`src/rtl/range_watch_pkg.sv`:
```
package range_watch_pkg;

    localparam int ADDR_W = 4;

    localparam logic [ADDR_W-1:0] A_CTRL  = 4'd0;
    localparam logic [ADDR_W-1:0] A_UP_HI = 4'd1;
    localparam logic [ADDR_W-1:0] A_UP_LO = 4'd2;
    localparam logic [ADDR_W-1:0] A_DN_HI = 4'd3;
    localparam logic [ADDR_W-1:0] A_DN_LO = 4'd4;
    localparam logic [ADDR_W-1:0] A_EN_LO = 4'd5;
    localparam logic [ADDR_W-1:0] A_EN_HI = 4'd6;
    localparam logic [ADDR_W-1:0] A_ST_LO = 4'd7;
    localparam logic [ADDR_W-1:0] A_ST_HI = 4'd8;

    localparam int FLAG_BIT = 6;
    localparam int IE_BIT   = 4;

endpackage

```
`src/rtl/range_watch_cmp.sv`:
```
module range_watch_cmp #(
    parameter int NCH = 10,
    parameter int RW  = 10,
    parameter int CW  = 4
) (
    input  logic           valid,
    input  logic [CW-1:0]  chan,
    input  logic [RW-1:0]  value,
    input  logic [RW-1:0]  upper,
    input  logic [RW-1:0]  lower,
    input  logic [NCH-1:0] enable,
    output logic [NCH-1:0] event_vec
);
    logic outside;
    assign outside = (value > upper) || (value < lower);

    for (genvar i = 0; i < NCH; i++) begin : g_ch
        assign event_vec[i] = valid && outside && enable[i] && (chan == CW'(i));
    end
endmodule

```
`src/rtl/range_watch_rdmux.sv`:
```
module range_watch_rdmux
    import range_watch_pkg::*;
#(
    parameter int NCH = 10,
    parameter int RW  = 10
) (
    input  logic [ADDR_W-1:0] addr,
    input  logic [RW-1:0]     upper,
    input  logic [RW-1:0]     lower,
    input  logic [NCH-1:0]    enable,
    input  logic [NCH-1:0]    hit,
    input  logic              flag,
    input  logic              ie,
    output logic [7:0]        data
);
    localparam int LOB = RW - 8;

    logic [7:0] en_lo, en_hi, st_lo, st_hi;

    always_comb begin
        en_lo = '0;
        en_hi = '0;
        st_lo = '0;
        st_hi = '0;
        for (int i = 0; i < NCH; i++) begin
            if (i < 8) begin
                en_lo[i % 8] = enable[i];
                st_lo[i % 8] = hit[i];
            end else begin
                en_hi[i % 8] = enable[i];
                st_hi[i % 8] = hit[i];
            end
        end
    end

    always_comb begin
        data = '0;
        case (addr)
            A_CTRL: begin
                data[FLAG_BIT] = flag;
                data[IE_BIT]   = ie;
            end
            A_UP_HI: data = upper[RW-1:LOB];
            A_UP_LO: data[LOB-1:0] = upper[LOB-1:0];
            A_DN_HI: data = lower[RW-1:LOB];
            A_DN_LO: data[LOB-1:0] = lower[LOB-1:0];
            A_EN_LO: data = en_lo;
            A_EN_HI: data = en_hi;
            A_ST_LO: data = st_lo;
            A_ST_HI: data = st_hi;
            default: data = '0;
        endcase
    end
endmodule

```
`src/rtl/range_watch.sv`:
```
module range_watch
    import range_watch_pkg::*;
#(
    parameter int NCH = 10,
    parameter int RW  = 10,
    parameter int CW  = 4
) (
    input  logic              clk,
    input  logic              rst_n,
    input  logic              wr_en,
    input  logic [ADDR_W-1:0] wr_addr,
    input  logic [7:0]        wr_data,
    input  logic [ADDR_W-1:0] rd_addr,
    output logic [7:0]        rd_data,
    input  logic              res_valid,
    input  logic [CW-1:0]     res_chan,
    input  logic [RW-1:0]     res_value,
    output logic [NCH-1:0]    chan_hit,
    output logic              wd_flag,
    output logic              wd_irq
);
    localparam int LOB = RW - 8;

    typedef struct packed {
        logic [RW-1:0]  upper;
        logic [RW-1:0]  lower;
        logic [NCH-1:0] enable;
        logic [NCH-1:0] hit;
        logic           flag;
        logic           ie;
    } state_t;

    state_t st_d, st_q;
    logic [NCH-1:0] evt;

    logic [RW-1:0]  upper_w, lower_w;
    logic [NCH-1:0] enable_w;
    assign upper_w  = st_q.upper;
    assign lower_w  = st_q.lower;
    assign enable_w = st_q.enable;

    range_watch_cmp #(.NCH(NCH), .RW(RW), .CW(CW)) u_cmp (
        .valid     (res_valid),
        .chan      (res_chan),
        .value     (res_value),
        .upper     (st_q.upper),
        .lower     (st_q.lower),
        .enable    (st_q.enable),
        .event_vec (evt)
    );

    range_watch_rdmux #(.NCH(NCH), .RW(RW)) u_rd (
        .addr   (rd_addr),
        .upper  (st_q.upper),
        .lower  (st_q.lower),
        .enable (st_q.enable),
        .hit    (st_q.hit),
        .flag   (st_q.flag),
        .ie     (st_q.ie),
        .data   (rd_data)
    );

    always_comb begin
        st_d = st_q;
        if (wr_en) begin
            case (wr_addr)
                A_CTRL: begin
                    st_d.ie = wr_data[IE_BIT];
                    if (!wr_data[FLAG_BIT]) st_d.flag = 1'b0;
                end
                A_UP_HI: st_d.upper[RW-1:LOB] = wr_data;
                A_UP_LO: st_d.upper[LOB-1:0]  = wr_data[LOB-1:0];
                A_DN_HI: st_d.lower[RW-1:LOB] = wr_data;
                A_DN_LO: st_d.lower[LOB-1:0]  = wr_data[LOB-1:0];
                A_EN_LO: begin
                    for (int i = 0; i < NCH; i++)
                        if (i < 8) st_d.enable[i] = wr_data[i % 8];
                end
                A_EN_HI: begin
                    for (int i = 0; i < NCH; i++)
                        if (i >= 8) st_d.enable[i] = wr_data[i % 8];
                end
                A_ST_LO: begin
                    for (int i = 0; i < NCH; i++)
                        if (i < 8 && !wr_data[i % 8]) st_d.hit[i] = 1'b0;
                end
                A_ST_HI: begin
                    for (int i = 0; i < NCH; i++)
                        if (i >= 8 && !wr_data[i % 8]) st_d.hit[i] = 1'b0;
                end
                default: ;
            endcase
        end
        st_d.hit = st_d.hit | evt;
        if (|evt) st_d.flag = 1'b1;
    end

    always_ff @(posedge clk or negedge rst_n) begin
        if (!rst_n) begin
            st_q.upper  <= '1;
            st_q.lower  <= '0;
            st_q.enable <= '0;
            st_q.hit    <= '0;
            st_q.flag   <= 1'b0;
            st_q.ie     <= 1'b0;
        end else begin
            st_q <= st_d;
        end
    end

    assign chan_hit = st_q.hit;
    assign wd_flag  = st_q.flag;
    assign wd_irq   = st_q.flag & st_q.ie;
endmodule

```
`config.mk`:
```
export PLATFORM = sky130hd
export DESIGN_NAME = range_watch
export DESIGN_NICKNAME = d
export VERILOG_FILES = /design/src/rtl/range_watch_pkg.sv /design/src/rtl/range_watch_cmp.sv /design/src/rtl/range_watch_rdmux.sv /design/src/rtl/range_watch.sv
export SDC_FILE = /design/constraint.sdc
export NUM_CORES = 1
export LEC_CHECK = 0
export BUFFER_PORTS_ARGS = -buffer_cell sky130_fd_sc_hd__buf_2
export CORE_MARGIN = 8
export CORE_UTILIZATION = 50
export DETAILED_ROUTE_END_ITERATION = 10
export PLACE_DENSITY = 0.84
export SETUP_SLACK_MARGIN = 0.4
export SYNTH_ARGS = -nofsm -noshare
export SYNTH_HDL_FRONTEND = slang
export SYNTH_SLANG_ARGS = --single-unit
```
`constraint.sdc`:
```
create_clock -name clk -period 2.2 [get_ports clk]
set_input_delay 0 -clock clk [delete_from_list [all_inputs] [get_ports clk]]
set_output_delay 0 -clock clk [all_outputs]
set_load 0.01 [all_outputs]
```
; ---- Yosys cells after proc, flatten, opt, wreduce, memory -nomap -nowiden
; Index checks and enable logic that the tools add are counted.
; Widths: inputs -> output; s select.
[classes]
bitwise = 2
eq_ne = 26
order_cmp = 2
mux = 22
reduce_logical = 36
[ops]
columns = operator, count
row1 = $eq 4x3->1 const B, 12
row2 = $eq 4x2->1 const B, 6
row3 = $logic_and 1x1->1, 21
row4 = $eq 4x4->1 const B, 4
row5 = $pmux 2 s8, 1
row6 = $reduce_and 2->1, 7
row7 = $eq 4x1->1 const B, 3
row8 = $logic_not 4->1, 3
row9 = $mux 1, 12
row10 = $mux 12, 1
row11 = $gt 10x10->1, 1
row12 = $lt 10x10->1, 1
row13 = $or 10x10->10, 1
row14 = $pmux 1 s5, 2
row15 = $reduce_or 10->1, 1
row16 = $mux 8, 1
row17 = $pmux 1 s4, 2
row18 = $pmux 2 s4, 1
row19 = $mux 2, 2
row20 = $reduce_bool 2->1, 2
row21 = $reduce_and 3->1, 1
row22 = $ne 2x1->1 const B, 1
row23 = $and 1x1->1, 1
row24 = $logic_or 1x1->1, 1
[word_totals]
input_bits = 34
regBits = 42
wordCells = 97
out_inout_bits = 20

; ---- Longest topological paths before layout
; Gate-level depths: netlist of the first run.
[depth]
depth_word = 8
ltp_mapped = 9
ltp_nobuf = 8

; ---- Modules after synthesis
; From an unflattened synthesis of the first run, not the netlist that was laid out.
[unflattened]
cells_unflattened = 265
hier_area_um2 = 2975.4
[modules_own_cells]
columns = mod, instances, cells_per_inst, area_each_um2, seq_area_each_um2
row1 = range_watch, 1, 126, 1821.7, 1063.5
row2 = range_watch_cmp, 1, 94, 678.2, 0.0
row3 = range_watch_rdmux, 1, 45, 475.5, 0.0

; ---- Worst setup path after synthesis of the first run
; Ideal clock, no wire load.
[synth_path]
kind = reg2reg
start = register, netlist name upper_w[3]
end = register, netlist name chan_hit[0]
setup_ns = 0.126
path_stages_with_launch = 10
arrival_time_ns = 1.927
path_slack_ns = 0.148
period_less_slack_ns = 2.052
required_time_ns = 2.074
n_path_buf = 1
cell_sequence = dfstp_2 inv_1 ha_1 a21o_1 a21oi_2 o21ai_1 a2111oi_2 o22a_2 buf_6 o21ai_2

; ---- Worst setup path after layout of the first run
[layout_path]
start = register, netlist name upper_w[3]
end = register, netlist name wd_flag
[layout_via]
elab_chain_cells = 8
word_cells_on_any_way = 29
cone_classes = 1 x order compare / 1 x eq/ne / 1 x mux / 26 x reduce/logical
[layout_rtl]
columns = element, line_no
row1 = $gt 10x10->1 *, range_watch_cmp.sv:15  ; assign outside = (value > upper) || (value < lower);
row2 = $logic_or 1x1->1 *, range_watch_cmp.sv:15
row3 = $logic_and 1x1->1 *, range_watch_cmp.sv:18  ; assign event_vec[i] = valid && outside && enable[i] && (chan == CW'(i));
row4 = $logic_and 1x1->1 (2 in a row), range_watch_cmp.sv:18
row5 = $reduce_or 10->1 *, range_watch.sv:95  ; if (|evt) st_d.flag = 1'b1;
row6 = $ne 2x1->1 (no line) or $reduce_bool 2->1 (tied branches), n/a
row7 = $reduce_and 3->1 (no line), n/a
; Mark *: on every way between the ends. The rest lies on a longest branch, timed or not.
; A chain may end at the register's enable or synchronous reset.

==> results of run 1 <==
## final timing paths
kind                                    end  slack [ns]  depth (start not counted)   startpoint
worst max-delay path                wd_flag        0.12                          9   upper_w[3]
worst min-delay path             lower_w[2]        0.02                          3   wr_data[0]
worst max register to register      wd_flag        0.12                          9   upper_w[3]
worst min register to register  chan_hit[3]        0.57                          2  chan_hit[3]
max in group asynchronous       enable_w[3]        1.24                          2        rst_n
min in group asynchronous       enable_w[4]        0.38                          2        rst_n
## stage by stage
stage	setup WS, ns	power (mW)	hold WS (ns)	utilization	cell area [sq um]
floorplan	0.2875	1.823	-0.2956	-	2815
global placement	0.1120	2.015	0.1794	0.5595	3043
detailed placement	0.03413	2.060	0.1935	0.5595	3043
CTS	0.1415	2.614	0.01614	0.5928	3224
global route	0.03952	2.782	0.02002	0.5928	3224
finish	0.1159	2.611	0.01999	0.5928	3224
## cell type report
| cell class | instances | area (sq um) | share of cell area |
|---|---|---|---|
| Inverter | 22 | 82.58 | 0.02561 |
| Clock buffer | 7 | 86.33 | 0.02678 |
| Clock inverter | 1 | 5.005 | 0.001552 |
| Multi-Input combinational cell | 189 | 1541 | 0.4781 |
| Timing Repair Buffer | 61 | 355.3 | 0.1102 |
| Sequential cell | 42 | 1064 | 0.3298 |
| Tap cell | 72 | 90.09 | 0.02794 |
## what timing repair did
action / in CTS / in global routing
endpoints found under the setup margin: 11 / 11
hold endpoints to repair: 45 / 0
resized for setup: 0 / 0
hold buffers: 7 / 0
pin swaps: 2 / 1
setup buffers: 1 / 0
## sequential cells by signal (all words and copies together) (netlist names)
| name | count |
|---|---|
| st_q | 1 |
| wd_flag | 1 |
| enable_w | 10 |
| upper_w | 10 |
| chan_hit | 10 |
| lower_w | 10 |
## synthesized netlist by cell type, drive strengths merged, types with 2 or more instances
library cell  number  area [sq um]
a211oi             2         15.01
a21o               2         15.01
a21oi              8         43.79
a31oi              3         18.77
and2               5         31.28
and3               5         31.28
buf               14         101.3
clkbuf             6         22.52
dfrtp             32         800.8
dfstp             10         262.8
ha                19         237.7
inv               22         82.58
mux2              24         270.3
mux2i              5         50.05
mux4               7         157.7
nand2             21         78.83
nand3              6         30.03
nand3b             3         22.52
nand4             10         62.56
nor2              10         37.54
nor2b              4         25.02
nor3               2         10.01
nor3b              4         46.29
o21ai             34         207.7
o32ai              3         26.28
## layer usage
| layer | GRT usage | share of wire |
|---|---|---|
| met5 | 0 | 0 |
| met4 | 0.04716 | 0.0086 |
| met3 | 0.04073 | 0.059 |
| met2 | 0.3106 | 0.50 |
| met1 | 0.2262 | 0.43 |
## logic make-up (layout without fill, tap and decap cells)
| family | after synthesis | count (layout) | synth area share |
|---|---|---|---|
| AOI/OAI and AO/OA | 60 | 60 | 0.1442 |
| adders and majority gates | 19 | 19 | 0.08509 |
| buffers and inverters | 42 | 91 | 0.07389 |
| DFF | 42 | 42 | 0.3807 |
| muxes | 36 | 36 | 0.1711 |
| and+or+nand+nor | 74 | 74 | 0.1451 |
## critical path, stage by stage (launching register included)
cell and delay (ns):
dfstp_2 0.54, inv_2 0.05, ha_4 0.23, a21o_1 0.18, a21oi_2 0.10, o21ai_1 0.08, a2111oi_2 0.33, o22a_2 0.23
buf_12 0.15, o31ai_1 0.08
## power groups by stage
| stage | registers [mW] | logic (mW) | clock network, mW |
|---|---|---|---|
| 2_1_floorplan | 1.11 | 0.714 | 0 |
| 6_report | 1.17 | 0.922 | 0.522 |
| 3_5_place_dp | 1.18 | 0.883 | 0 |
| 5_1_grt | 1.19 | 1.03 | 0.561 |
| 3_3_place_gp | 1.17 | 0.847 | 0 |
| 4_1_cts | 1.16 | 0.928 | 0.523 |
==> results.ini, run 1 <==
[setup_path]
crit_arrival_ns=2.27
critical_path.max_fanout=11
endpoint_kind=flip-flop
crit_required_ns=2.38
path_class=reg -> reg
crit_path_start_kind=flip-flop

[timing]
fin_skew_ns=0.002236
tightest_slew_ns=0.9450
timing.final.crit_share=0.9473
rsz0062_at_grt=yes
slew_viol_final=0
setup_viol=0
slew-limit-headroom=0.3700
final.setup.tns_ns=0
hold_viol_final=0
min_period_ns=2.084
fmax_ghz=0.4798

[route]
ant_nets=0
vias_per_cell=5.871
vias=2313
drtIter0Drc=259
drc=0
wirelength_mm=7.335
firstDrtPassIters=4
wire_per_inst_um=18.62

[yosys]
yosys_warnings=0
synth_flop_cell=dfrtp_1
synthCells=273
synthDistinctLibCells=44
postSynthAreaPerCell_sq_um=10.23
synth_edf_count=0
syn_area_sq_um=2794
async_reset_ff_frac=1.000
syn_nets=326
ys_seq_elements=42
yosysSeqAreaShare=0.3807

[clock_network]
cts_htree_levels=2
cts.clk_slew.worst_paths_ns=0.08
cts_max_path_buffers=2
cts_sinks=42
cts_tree=yes
clockRootBuffer=clkbuf_8
numCtsBuffers=5
clk-insertion-delay-late_ns=0.30

[layout]
num_antenna_cells=0
syn_to_final_growth_pct=15.41
drive_gt1_frac=0.3727
fin_cells=394
n_fill_cell=472
mostFrequentLayoutCell=buf_2
layout_common_cells=53 x buf_2, 32 x dfrtp_1, 24 x mux2_2
final_nets=374

[run_status]
status=finished clean

[power]
net-switching-power_uw=906.2
power.share.switching=0.3470
ir_drop_mv=0.4488
seq_power_share=0.447
p_int_mw=1.705
p_leak_nw=1.477
pwr-share-comb=0.353
p_per_area_nw_per_um2=809.9
power_frac_clock=0.200

[die]
io_pins=54
start_util=0.5137
rows=27
die_w_um=90.75
die_h_um=90.75
die_area_sq_um=8236
core-area_sq_um=5439

[place]
dp.cells=378
dp_hpwl_mm=5.555
port_buffers=53
place_congestion=0.8952

[grt]
grt_pass1_vias=2435
grtUsageTotal=0.1826
grt_max_degree=43
grt_overflow=0
grt_pass1_wl_mm=12.11
antenna_found_initial=0

[hold_path]
hold_path.class=in -> reg

[run]
drv_cap=0

Note: power is estimated with default switching activity, not from simulation.
==> run 2: changes to the inputs <==
--- a/config.mk
+++ b/config.mk
@@ -6,6 +6,7 @@
 export NUM_CORES = 1
 export LEC_CHECK = 0
 export BUFFER_PORTS_ARGS = -buffer_cell sky130_fd_sc_hd__buf_2
+export CORE_ASPECT_RATIO = 1.25
 export CORE_MARGIN = 8
 export CORE_UTILIZATION = 50
 export DETAILED_ROUTE_END_ITERATION = 10
==> results.ini, run 2 (synthesis gave the netlist of run 1 again) <==
[grt]
grt_overflow=0
grtUsageTotal=0.1789
met1_usage=0.2099
grt_max_degree=43
grt_pass1_vias=2512
use_met3=0.02453
grt_pass1_wl_mm=12.25
antenna_found_initial=0
grt_busiest_layer=met2
use_met2=0.3118

[clock_network]
cts_max_path_buffers=2
numCtsBuffers=5
clk-insertion-delay-late_ns=0.29
cts_tree=yes
cts_htree_levels=2
cts_sinks=42
cts.clk_slew.worst_paths_ns=0.08
clockRootBuffer=clkbuf_8

[die]
rows=30
die_w_um=82.86
core-area_sq_um=5405
die_h_um=99.58
io_pins=54
die_area_sq_um=8251
start_util=0.5169

[run]
drv_cap=0

[route]
drc=0
vias_per_cell=5.961
vias=2313
drtIter0Drc=129
wire_per_inst_um=18.99
wirelength_mm=7.369
firstDrtPassIters=4
ant_nets=0

[layout]
final_nets=376
utilization=0.6032
mostFrequentLayoutCell=buf_2
n_fill_cell=479
drive_gt1_frac=0.3858
fin_area_sq_um=3261
layout_common_cells=53 x buf_2, 32 x dfrtp_1, 24 x mux2_2
syn_to_final_growth_pct=16.70
num_antenna_cells=0

[timing]
fmax_ghz=0.4737
tightest_slew_ns=0.9226
timing.final.crit_share=0.9595
min_period_ns=2.111
slew_viol_final=0
rsz0062_at_grt=yes
hold_viol_final=0
fin_skew_ns=0.006732
setup_viol=0
slew-limit-headroom=0.3849

[run_status]
status=finished clean

[setup_path]
reg2reg_to=chan_hit[6]
critPathCapture=chan_hit[6]
crit_path_start_kind=flip-flop
crit_start=upper_w[1]
endpoint_kind=flip-flop
timing.rr.start=upper_w[1]
crit_arrival_ns=2.28
critical_path.max_fanout=5
crit_required_ns=2.37
path_class=reg -> reg
r2r_slack_ns=0.09
reg2reg_depth=8

[place]
place_congestion=0.9757
port_buffers=53
placed_cell_area_sq_um=3033
dp_hpwl_mm=5.689

[hold_path]
hold_path.class=in -> reg

[power]
p_per_area_nw_per_um2=830.7
p_leak_nw=1.496
ir_drop_mv=0.4770

run 2: layout make-up:
type | count | area (sq um) | share of cell area
inverter | 22 | 82.58 | 0.02533
multi-input combinational | 189 | 1559 | 0.4781
timing repair buffer | 63 | 365.4 | 0.1120
tap | 64 | 80.08 | 0.02456
sequential | 42 | 1064 | 0.3262
clock buffer | 8 | 110.1 | 0.03377
run 2: per-stage QoR:
| step | instances | hold slack [ns] | setup TNS (ns) | total power, mW | setup WS (ns) |
|---|---|---|---|---|---|
| after detailed placement | 370 | 0.1914 | 0 | 2.072 | 0.06362 |
| after global routing | 388 | 0.04191 | -0.1894 | 2.878 | -0.04458 |
| after global placement | 370 | 0.1751 | 0 | 2.023 | 0.1325 |
| after CTS | 387 | 0.01996 | 0 | 2.674 | 0.1174 |
| final | 388 | 0.02736 | 0 | 2.709 | 0.08902 |
| after floorplan | 273 | -0.2956 | 0 | 1.823 | 0.2875 |
run 2: how the worst min path moves through the flow:
stage	startpoint	endpoint	depth (start not counted)
after floorplan	rst_n	chan_hit[0]	0
after global placement	rst_n	enable_w[3]	1
after detailed placement	rst_n	chan_hit[7]	1
after CTS	wr_data[0]	lower_w[2]	3
after global routing	wr_data[0]	lower_w[2]	3
final	wr_data[0]	lower_w[2]	3
run 2: repair_timing:
action / in CTS / in global routing
hold endpoints to repair: 39 / 0
pin swaps: 1 / 6
endpoints found under the setup margin: 11 / 12
gates resized for setup: 0 / 5
setup buffers: 2 / 1
hold buffers: 7 / 0
run 2: routing by layer:
metal	share of wire	wire length (um)
met4	0.021	152
met2	0.52	3865
met3	0.036	265
met1	0.42	3085
met5	0	0
run 2: power by group:
group / switching, mW / leakage, nW / internal [mW] / total, mW
combinational: 0.490 / 0.938 / 0.470 / 0.960
sequential: 0.176 / 0.500 / 0.996 / 1.17
clock: 0.259 / 0.0575 / 0.317 / 0.575
total: 0.925 / 1.50 / 1.78 / 2.71
run 2: worst max-delay path, stage by stage, from the launching register on:
cell and delay, ns:
dfstp_2 0.55, inv_1 0.05, ha_1 0.29, a21oi_1 0.17, o21ai_1 0.09, a2111oi_2 0.38
o22a_2 0.24, buf_6 0.14, o21ai_2 0.07
